<file path="src/rtl/txu_pkg.sv">
package txu_pkg;
  parameter int OP_W = 2;

  typedef enum logic [OP_W-1:0] {
    TXOP_CHECK  = 2'd0,
    TXOP_COMMIT = 2'd1,
    TXOP_ABORT  = 2'd2,
    TXOP_ACCESS = 2'd3
  } txop_e;

  typedef struct packed {
    logic active;
    logic clean;
  } txflags_t;

  typedef struct packed {
    logic rvalid;
    logic rvalue;
    logic commit;
    logic abort;
  } txresp_t;

  localparam txflags_t FLAGS_IDLE = '{active: 1'b0, clean: 1'b1};
  localparam txresp_t  RESP_NONE  = '{rvalid: 1'b0, rvalue: 1'b0, commit: 1'b0, abort: 1'b0};
endpackage

</file>
<file path="src/rtl/txu_trigger.sv">
module txu_trigger
  import txu_pkg::*;
#(
  parameter int IRQ_LINES = 4
) (
  input  txflags_t             flags,
  input  logic                 busy_reply,
  input  logic [IRQ_LINES-1:0] irq,
  input  logic                 cache_overflow,
  output logic                 fault_hit
);
  logic any_irq;

  generate
    if (IRQ_LINES == 1) begin : g_single
      assign any_irq = irq[0];
    end else begin : g_multi
      assign any_irq = |irq;
    end
  endgenerate

  // Only a clean, open transaction can be hit; an orphan is already doomed.
  assign fault_hit = flags.active & flags.clean &
                     (busy_reply | any_irq | cache_overflow);
endmodule

</file>
<file path="src/rtl/txu_decide.sv">
module txu_decide
  import txu_pkg::*;
(
  input  txflags_t                flags,
  input  logic                    instr_valid,
  input  logic [txu_pkg::OP_W-1:0] instr_op,
  input  logic                    fault_hit,
  output txflags_t                flags_nxt,
  output txresp_t                 resp_nxt
);
  logic  eff_clean;
  txop_e op;

  assign eff_clean = flags.clean & ~fault_hit;
  assign op        = txop_e'(instr_op);

  always_comb begin
    flags_nxt        = '{active: flags.active, clean: eff_clean};
    resp_nxt         = RESP_NONE;
    resp_nxt.abort   = fault_hit;
    if (instr_valid) begin
      unique case (op)
        TXOP_CHECK: begin
          resp_nxt.rvalid = 1'b1;
          resp_nxt.rvalue = eff_clean;
          if (!eff_clean) begin
            resp_nxt.abort = 1'b1;
            flags_nxt      = FLAGS_IDLE;
          end
        end
        TXOP_COMMIT: begin
          resp_nxt.rvalid = 1'b1;
          resp_nxt.rvalue = eff_clean;
          resp_nxt.commit = eff_clean;
          resp_nxt.abort  = ~eff_clean;
          flags_nxt       = FLAGS_IDLE;
        end
        TXOP_ABORT: begin
          resp_nxt.abort = 1'b1;
          flags_nxt      = FLAGS_IDLE;
        end
        TXOP_ACCESS: begin
          flags_nxt.active = 1'b1;
        end
        default: ;
      endcase
    end
  end
endmodule

</file>
<file path="src/rtl/txu_regs.sv">
module txu_regs
  import txu_pkg::*;
(
  input  logic     clk,
  input  logic     rst,
  input  txflags_t flags_nxt,
  input  txresp_t  resp_nxt,
  output txflags_t flags_q,
  output txresp_t  resp_q
);
  always_ff @(posedge clk) begin
    if (rst) begin
      flags_q <= FLAGS_IDLE;
      resp_q  <= RESP_NONE;
    end else begin
      flags_q <= flags_nxt;
      resp_q  <= resp_nxt;
    end
  end
endmodule

</file>
<file path="src/rtl/txn_status_unit.sv">
module txn_status_unit
  import txu_pkg::*;
#(
  parameter int IRQ_LINES = 4
) (
  input  logic                 clk,
  input  logic                 rst,
  input  logic                 instr_valid,
  input  logic [1:0]           instr_op,
  input  logic                 busy_reply,
  input  logic [IRQ_LINES-1:0] irq,
  input  logic                 cache_overflow,
  output logic                 result_valid,
  output logic                 result_value,
  output logic                 cache_commit,
  output logic                 cache_abort,
  output logic                 tx_active,
  output logic                 tx_clean
);
  txflags_t flags_q, flags_nxt;
  txresp_t  resp_q, resp_nxt;
  logic     fault_hit;

  txu_trigger #(.IRQ_LINES(IRQ_LINES)) u_trig (
    .flags          (flags_q),
    .busy_reply     (busy_reply),
    .irq            (irq),
    .cache_overflow (cache_overflow),
    .fault_hit      (fault_hit)
  );

  txu_decide u_dec (
    .flags       (flags_q),
    .instr_valid (instr_valid),
    .instr_op    (instr_op),
    .fault_hit   (fault_hit),
    .flags_nxt   (flags_nxt),
    .resp_nxt    (resp_nxt)
  );

  txu_regs u_regs (
    .clk       (clk),
    .rst       (rst),
    .flags_nxt (flags_nxt),
    .resp_nxt  (resp_nxt),
    .flags_q   (flags_q),
    .resp_q    (resp_q)
  );

  assign result_valid = resp_q.rvalid;
  assign result_value = resp_q.rvalue;
  assign cache_commit = resp_q.commit;
  assign cache_abort  = resp_q.abort;
  assign tx_active    = flags_q.active;
  assign tx_clean     = flags_q.clean;
endmodule

</file>
<file path="config.mk">
export PLATFORM = sky130hd
export DESIGN_NAME = txn_status_unit
export DESIGN_NICKNAME = d
export VERILOG_FILES = /design/src/rtl/txu_pkg.sv /design/src/rtl/txu_trigger.sv /design/src/rtl/txu_decide.sv /design/src/rtl/txu_regs.sv /design/src/rtl/txn_status_unit.sv
export SDC_FILE = /design/constraint.sdc
export NUM_CORES = 1
export LEC_CHECK = 0
export CORE_AREA = 2 2 39 41
export CTS_CLUSTER_SIZE = 16
export DETAILED_ROUTE_END_ITERATION = 8
export DIE_AREA = 0 0 41 43
export GPL_ROUTABILITY_DRIVEN = 0
export SLEW_MARGIN = 30
export SYNTH_ARGS = -nofsm -noshare
export SYNTH_HDL_FRONTEND = slang
export SYNTH_HIERARCHICAL = 1
export SYNTH_SLANG_ARGS = --single-unit
</file>
<file path="constraint.sdc">
create_clock -name clk -period 2.1 [get_ports clk]
set_input_delay 0.42 -clock clk [delete_from_list [all_inputs] [get_ports clk]]
set_output_delay 0.42 -clock clk [all_outputs]
set_load 0.1 [all_outputs]
</file>
After elaboration in Yosys (flattened, before gate mapping)
Index checks and enable logic that the tools add are counted.
- reductions and logical operators: 8
- bitwise gates (word level): 10
- muxes and demuxes: 8
- eq/ne operators: 4
- operators by type and width (cell ; count):
    1-bit one-hot mux with 3 select lines ; 2
    2-bit OR reduction ; 3
    3-bit OR reduction ; 2
    1-bit NOT ; 5
    2-bit == test, second input constant ; 2
    2-bit 2-to-1 mux ; 2
    4-bit OR reduction ; 1
    1-bit AND ; 3
    1-bit 2-to-1 mux ; 3
    2-bit by 1-bit == test with 1-bit output, second input constant ; 1
    2-bit logical NOT ; 1
    2-bit inequality test, second input constant ; 1
    1-bit OR ; 2
    1-bit one-hot mux with 2 select lines ; 1
    2-bit AND reduction ; 1
- register bits: 6
- logic and storage cells: 36

Longest topological paths before layout
Gate-level depths: netlist of run 1.
- depth in word-level cells: 9
- mapped depth: 5
- mapped depth without buffers: 5

By module
The synthesis of run 1 kept the hierarchy.
- modules (own cells, without submodules) (module ; cells an instance ; seq. area each (µm²) ; instances ; area an instance (µm²)):
    txu_regs ; 12 ; 120.1 ; 1 ; 170.2
    txu_decide ; 12 ; 0.0 ; 1 ; 90.1
    txu_trigger ; 2 ; 0.0 ; 1 ; 17.5

Worst setup path after synthesis of run 1
No wires, ideal clock.
- kind: register to register
- start: register, netlist name u_regs/flags_q[0]
- end: register, netlist name u_regs/resp_q[1]
- arrival time: 1.864 ns
- slack: 0.121 ns
- cell stages (with the launch flop): 5
- buffers on the path: 0
- cells stage by stage: dfxtp_1 -> o311a_1 -> and4bb_1 -> and2_1 -> and2b_2
- word-level cells in the longest chain between the ends: 4
- RTL lines (item ; RTL line ; text):
    1-bit AND (2 in a row) ; txu_trigger.sv:23 ; assign fault_hit = flags.active & flags.clean &
    net fault_hit ; txn_status_unit.sv:22 ; logic fault_hit;
    1-bit NOT ; txu_decide.sv:14 ; assign eff_clean = flags.clean & ~fault_hit;
    1-bit AND ; txu_decide.sv:14 ;
The timed path passes the listed nets, and every way through them passes these cells.
A chain may end at the register's enable or synchronous reset.

Final worst setup path of run 1
- start: input port irq[3]
- end: register, netlist name u_regs/resp_q[1]
- word-level cells in the longest chain between the ends: 6
- RTL lines (item ; RTL line ; text):
    start: declaration ; txn_status_unit.sv:11 ; input logic [IRQ_LINES-1:0] irq,
    4-bit OR reduction ; txu_trigger.sv:18 ; assign any_irq = |irq;
    1-bit OR (2 in a row) ; txu_trigger.sv:24 ; (busy_reply | any_irq | cache_overflow);
    1-bit AND ; txu_trigger.sv:23 ;
    net fault_hit ; txn_status_unit.sv:22 ;
    1-bit NOT ; txu_decide.sv:14 ;
    1-bit AND ; txu_decide.sv:14 ;
The timed path passes the listed nets, and every way through them passes these cells.

==> results of run 1 <==
[worst register-to-register path, delay by kind of cell (launching register included)]
| family | cells | cell delay, ps |
|---|---|---|
| flip-flops | 1 | 410 |
| AO/OA/AOI/OAI | 1 | 290 |
| AND/OR/NAND/NOR | 3 | 560 |
[timing repair]
| item | 4_1_cts | 5_1_grt |
|---|---|---|
| endpoints found under the setup margin | 0 | 1 |
| resized for setup | 0 | 1 |
| hold endpoints to repair | 0 | 0 |
| hold buffers | 0 | 0 |
[logic make-up (layout without fill, tap and decap cells)]
kind of cell,count (synthesis),in the layout
and+or+nand+nor,15,15
buffers and inverters,1,20
AOI/OAI and AO/OA,4,4
DFF,6,6
[layer usage]
metal / vias to the layer above / share of wire / GRT usage
met1: 104 / 0.47 / 0.119
met4: 0 / 0 / 0.0600
li1: 133 / - / -
met2: 15 / 0.40 / 0.0969
met3: 0 / 0.13 / 0.0524
met5: - / 0 / 0
[final cells by class]
| class | instances | area, µm² |
|---|---|---|
| timing repair buffer | 16 | 145 |
| clock buffer | 3 | 22.5 |
| tap | 16 | 20.0 |
| multi-input combinational | 19 | 160 |
| fill | 144 | 912 |
| sequential | 6 | 120 |
| inverter | 1 | 3.75 |
[stage by stage]
stage / setup TNS [ps] / instances / setup slack [ps]
detailed placement: -442 / 58 / -201
global route: 0 / 61 / 30.0
global placement: -435 / 58 / -161
CTS: 0 / 61 / 49.3
floorplan: 0 / 26 / 121
finish: 0 / 61 / 72.0
[state kept, by name, summed over array words and instances, names as in the netlist]
signal          flops
u_regs/flags_q      2
u_regs/resp_q       4
[final timing paths]
check	endpoint	slack, ps	cells after the start
setup / recovery	u_regs/resp_q[1]	70	6
hold reg to reg	u_regs/flags_q[1]	640	2
hold / removal	u_regs/flags_q[1]	640	2
setup reg to reg	u_regs/resp_q[1]	730	4
[power by group through the flow]
stage	clock network, µW	registers, µW	logic, µW
final	102	122	83.5
after global routing	111	122	88.2
after CTS	108	122	82.8
after detailed placement	0	124	82.8
after global placement	0	124	82.2
after floorplan	0	158	16.4
[placed cells by master (no fill, tap or decap)]
cell type / count
nor4b_2: 1
nor2b_1: 1
inv_1: 1
dfxtp_1: 6
clkbuf_4: 3
and2_1: 1
clkdlybuf4s50_1: 10
nand2b_1: 1
or2_1: 1
and3_1: 1
buf_4: 6
nand2_1: 1
and2b_2: 6
o311a_1: 1
a211o_1: 1
or4_1: 1
a22o_2: 1
and4bb_1: 1
a31o_1: 1
==> summary.md, run 1 <==
| Metric | Value |
|---|---|
| Run status | complete, no violations |
| Largest family of logic cells by synthesized area | simple AND/OR/NAND/NOR gates |
| Minimum clock period | 2030 ps |
| CP max FO | 4 |
| Final Skew | 2.17 ps |
| Synth Register Bits | 6 |
| Crit Path Category | in2reg |
| Largest net degree at the start of global routing | 7 |
| Power share of the clock group | 0.332 |
| Register area share after synthesis | 0.432 |
| Critical path origin | irq[3] |
| F_max | 493 MHz |
| Final hold vios | 0 |
| Synth Area in Adders | 0 |
| TritonRoute pass-1 iters | 1 |
| Crit share post-route | 0.966 |
| Layout Nets | 58 |
| Logic gate share of total power | 0.272 |
| Number of distinct library cells after synthesis | 16 |
| Synth Area in Compound Gates | 0.135 |
| Total power | 307 µW |
| IO buf count | 16 |
| # setup viols final | 0 |
| Synth Instances | 26 |
| Post-synth EDFFs | 0 |
| Total GRT Usage | 0.0873 |
| Vias per cell | 4.13 |
| Syn. warnings | 6 |
| Final hold slack | 643 ps |
| Area Growth Syn to Fin | 69.8% |
| Post-route cell area | 472 µm² |
| Ys flop type | dfxtp_1 |
| I/O pin cnt | 17 |
| Routed wire length | 583 µm |
| Max-Cap Viols | 0 |
| Simple-Gate Fraction of Synth Area | 0.419 |
| Flop pwr share | 0.396 |
| Net Sw Power | 88.4 µW |
| Leakage | 0.000213 µW |
| Die Y | 43 µm |
| Mapped Area | 278 µm² |
| Starting DRC count in detailed routing | 0 |
| PD cells | 651 nW/µm² |
| Initial Utilization | 0.201 |
| Rel. slew slack | 0.816 |
| DP Area | 443 µm² |
| Max rail drop VDD | 0.169 mV |
| Path category of the worst min-delay check | reg2reg |
| Largest area contributor in the synthesized netlist | dfxtp_1 |
| CP Cell Sequence | clkdlybuf4s50_1, or4_1, o311a_1, and4bb_1, and2_1, and2b_2 |
| First-pass GRT wire length | 979 µm |
| Xor/xnor share of the synthesized area | 0 |
| Worst path max stage delay | 500 ps |
| Synth top cells by count | and2b_2 (6), dfxtp_1 (6) |
| Htree depth | 1 |
| Worst EP required | 2280 ps |
| CTS buffer count | 3 |
| GR Overflow Total | 0 |
| Internal power | 219 µW |
| Core Footprint | 1380 µm² |
| Final HPWL DP | 442 µm |
| Fraction of layout cells with a size suffix above 1 | 0.378 |
| RSZ-0062 raised after global routing | false |
| Worst path arrival time | 2210 ps |
| FF-to-FF Start | u_regs/flags_q[0] |
| Sink Count | 6 |
| Buf+Inv Stages, Crit Path | 1 |
| Clk root buf | clkbuf_4 |
| Crit path launch type | input port |
| Drt wl/cell | 9.56 µm |
| Die area | 1760 µm² |
| Cell Rows | 14 |
| Vias | 252 |
| Mean Syn Cell Area | 10.7 µm² |
| CTS tree | yes |
| Antenna violations before repair | 0 |
| Hold_sp | u_regs/flags_q[1] |
| Ant diodes | 0 |
| Yosys top cell area share | 0.432 |
| Slowest CP cell | or4_1 |
| Async SR Flop Fraction | 0 |
| Worst-path clk slew | 40 ps |
| Sw frac | 0.288 |
| Worst-margin pin slew | 279 ps |
| Final Util | 0.341 |
| Max clock buf depth | 2 |
| Worst-Skew Late Latency | 240 ps |
| Top delay family on crit path | simple AND/OR/NAND/NOR gates |
| Area contributors post-synth | dfxtp_1 (43%), and2b_2 (19%), and4bb_1 (4.5%) |
| Post-CTS setup repair buffer count | 0 |
| DIE WIDTH | 41 µm |
| Crit end category | register |
| DRC Markers | 0 |
| Synth Net Count | 37 |
| Mux cell area share after synthesis | 0 |
| Vias in the first global route | 223 |
| Final antenna-violating net count | 0 |
| Final number of max-transition violations | 0 |
Note: power is estimated with default switching activity, not from simulation.
==> run 2, diff against run 1 <==
--- a/config.mk
+++ b/config.mk
@@ -6,7 +6,7 @@
 export NUM_CORES = 1
 export LEC_CHECK = 0
 export CORE_AREA = 2 2 39 41
-export CTS_CLUSTER_SIZE = 16
+export CTS_CLUSTER_SIZE = 14
 export DETAILED_ROUTE_END_ITERATION = 8
 export DIE_AREA = 0 0 41 43
 export GPL_ROUTABILITY_DRIVEN = 0
==> results of run 2 <==
Same layout as run 1: the final DEF is identical, and so are final timing and power.
==> run 3, diff against run 2 <==
--- a/config.mk
+++ b/config.mk
@@ -13,5 +13,4 @@
 export SLEW_MARGIN = 30
 export SYNTH_ARGS = -nofsm -noshare
 export SYNTH_HDL_FRONTEND = slang
-export SYNTH_HIERARCHICAL = 1
 export SYNTH_SLANG_ARGS = --single-unit
==> run 3 against run 2 <==
Register-to-register slack improved by 360 ps. Largest power group unchanged. First-iteration DRC count stayed put. Clock power grew 4%. Worst hold slack lost 75 ps. Non-clock buffer count stayed put. Global-route usage fell by 0.19 points. Combinational power up 10%. Highest routed layer is now met4. Worst setup slack gained 640 ps. Fmax rose by 46%. Die area is the same. Clock skew grew 1.8 ps.
==> summary.md, run 3 <==
| Metric | Value |
|---|---|
| Slowest CP cell | dfxtp_1 |
| Worst-Skew Late Latency | 240 ps |
| Ant diodes | 0 |
| F_max | 721 MHz |
| Fraction of layout cells with a size suffix above 1 | 0.333 |
| Final TNS setup | 0 ps |
| Buf+Inv Stages, Crit Path | 1 |
| CP Cell Sequence | buf_4 |
| Post-synth EDFFs | 0 |
| Leakage | 0.000186 µW |
| Area contributors post-synth | dfxtp_1 (44%), nor4_4 (7.8%), a2bb2oi_2 (5.5%) |
| Die area | 1760 µm² |
| Worst path arrival time | 970 ps |
| Starting DRC count in detailed routing | 0 |
| Antenna violations before repair | 0 |
| Rel. slew slack | 0.810 |
| Vias per cell | 4.16 |
| Cell Rows | 14 |
| Synth top cells by count | dfxtp_1 (6), nand2_1 (3), nor2_1 (3) |
| Top delay family on crit path | flip-flops |
| Initial Utilization | 0.197 |
| Commonest non-fill, non-tap cell in the layout | clkdlybuf4s50_1 |
| First-pass GRT wire length | 959 µm |
| Final Skew | 3.93 ps |
| Most flops, register | u_regs.resp_q |
| Max rail drop VDD | 0.176 mV |
| DRC Markers | 0 |
| Worst-path clk slew | 50 ps |
| Number of distinct library cells after synthesis | 17 |
| CP max FO | 5 |
| Worst path max stage delay | 400 ps |
| Syn. warnings | 0 |
| Top-count cell post-synth | dfxtp_1 |
| Final antenna-violating net count | 0 |
| Synth Instances | 26 |
| Clk root buf | clkbuf_4 |
| Internal power | 218 µW |
| Vias | 254 |
| Largest net degree at the start of global routing | 6 |
| Final number of max-transition violations | 0 |
| Synth Net Count | 37 |
| Resized Gates After CTS | 0 |
| Worst-margin pin slew | 283 ps |
| Worst EP required | 1680 ps |
| Minimum clock period | 1390 ps |
| Core Footprint | 1380 µm² |
| Largest registers | u_regs.resp_q: 4 flops, u_regs.flags_q: 2 flops |
| Crit end category | output port |
| Routed wire length | 586 µm |
| Vias in the first global route | 259 |
| Non-Filler Instances | 61 |
| Max clock buf depth | 2 |
| Layout Nets | 58 |
| TritonRoute pass-1 iters | 1 |
| GR Overflow Total | 0 |
| Sw frac | 0.321 |
| Sink Count | 6 |
| Hold-fix buffers at CTS | 0 |
| Top routing layer used | met4 |
| Yosys top cell area share | 0.440 |
| I/O pin cnt | 17 |
| Mapped Area | 273 µm² |
| Mean Syn Cell Area | 10.5 µm² |
| Crit share post-route | 0.660 |
| Net Sw Power | 103 µW |
| Async SR Flop Fraction | 0 |
| Final Util | 0.333 |
| Max-Cap Viols | 0 |
| # setup viols final | 0 |
| Final hold vios | 0 |
| Run status | complete, no violations |
| Post-CTS setup repair buffer count | 0 |
| Flop pwr share | 0.384 |
| Met2 wire length | 289 µm |
| Path category of the worst min-delay check | reg2reg |
| DIE WIDTH | 41 µm |
| Power share of the clock group | 0.330 |
| Area Growth Syn to Fin | 68.8% |
| Crit path launch type | register |
| IO buf count | 16 |
| Total GRT Usage | 0.0853 |
| Synth Register Bits | 6 |
| Post-Place Cells | 58 |
| Max FFs per register | 4 |
| CTS buffer count | 3 |
| Most frequent cells in the layout | clkdlybuf4s50_1 (10), buf_4 (6), dfxtp_1 (6) |
| Htree depth | 1 |
| Register area share after synthesis | 0.440 |
| RSZ-0062 raised after global routing | false |
| Ys flop type | dfxtp_1 |
| Drt wl/cell | 9.61 µm |
| CTS tree | yes |
| Logic gate share of total power | 0.286 |
| WL met3 | 44 µm |
| Crit Path Category | reg2out |
| Largest area contributor in the synthesized netlist | dfxtp_1 |
| Die Y | 43 µm |
| PD cells | 697 nW/µm² |
| Wl on met1 | 243 µm |
==> run 3: cell count changes after synthesis, sizes merged, moves of 2 or more <==
cell and delta:
nand2 +2, nor2 +4, and2b -6, nor3b +2
==> run 3: worst paths after layout <==
check	start	to	slack (ps)	cells past startpoint
worst max-delay path	u_regs.flags_q[1]	tx_active	710	1
worst min-delay path	u_regs.flags_q[1]	u_regs.flags_q[1]	570	2
worst max register to register	u_regs.flags_q[1]	u_regs.flags_q[1]	1090	3
worst min register to register	u_regs.flags_q[1]	u_regs.flags_q[1]	570	2
==> run 3: cell families after synthesis <==
logic type             count (synthesis)  share of synthesized area
flip-flops                             6                      0.440
buffers and inverters                  1                     0.0137
AO/OA/AOI/OAI                          6                      0.188
AND/OR/NAND/NOR                       13                      0.358
==> run 3: area by class of cell <==
type	count	area, µm²
Inverter	1	3.75
Clock buffer	3	22.5
Multi-Input combinational cell	19	149
Fill cell	151	923
Tap cell	16	20.0
Sequential cell	6	120
Timing Repair Buffer	16	145
==> run 3: power groups by stage <==
stage | clock network (µW) | logic [µW] | registers (µW)
6_report | 106 | 91.9 | 123
3_5_place_dp | 0 | 92.4 | 126
5_1_grt | 119 | 96.8 | 124
2_1_floorplan | 0 | 17.4 | 165
3_3_place_gp | 0 | 92.5 | 125
4_1_cts | 111 | 92.7 | 123
==> run 3: metrics by stage <==
stage	power [µW]	hold WS [ps]	setup WS, ps	area [µm²]
3_3_place_gp	218	568	551	438
2_1_floorplan	182	489	494	273
5_1_grt	340	612	679	460
6_report	321	567	714	460
3_5_place_dp	218	575	537	438
4_1_cts	327	578	697	460
==> run 3: layer usage <==
layer	GRT usage	up-vias
met3	0.0157	2
met2	0.128	11
met1	0.0836	110
met4	0.100	0
li1	-	131
met5	0	-
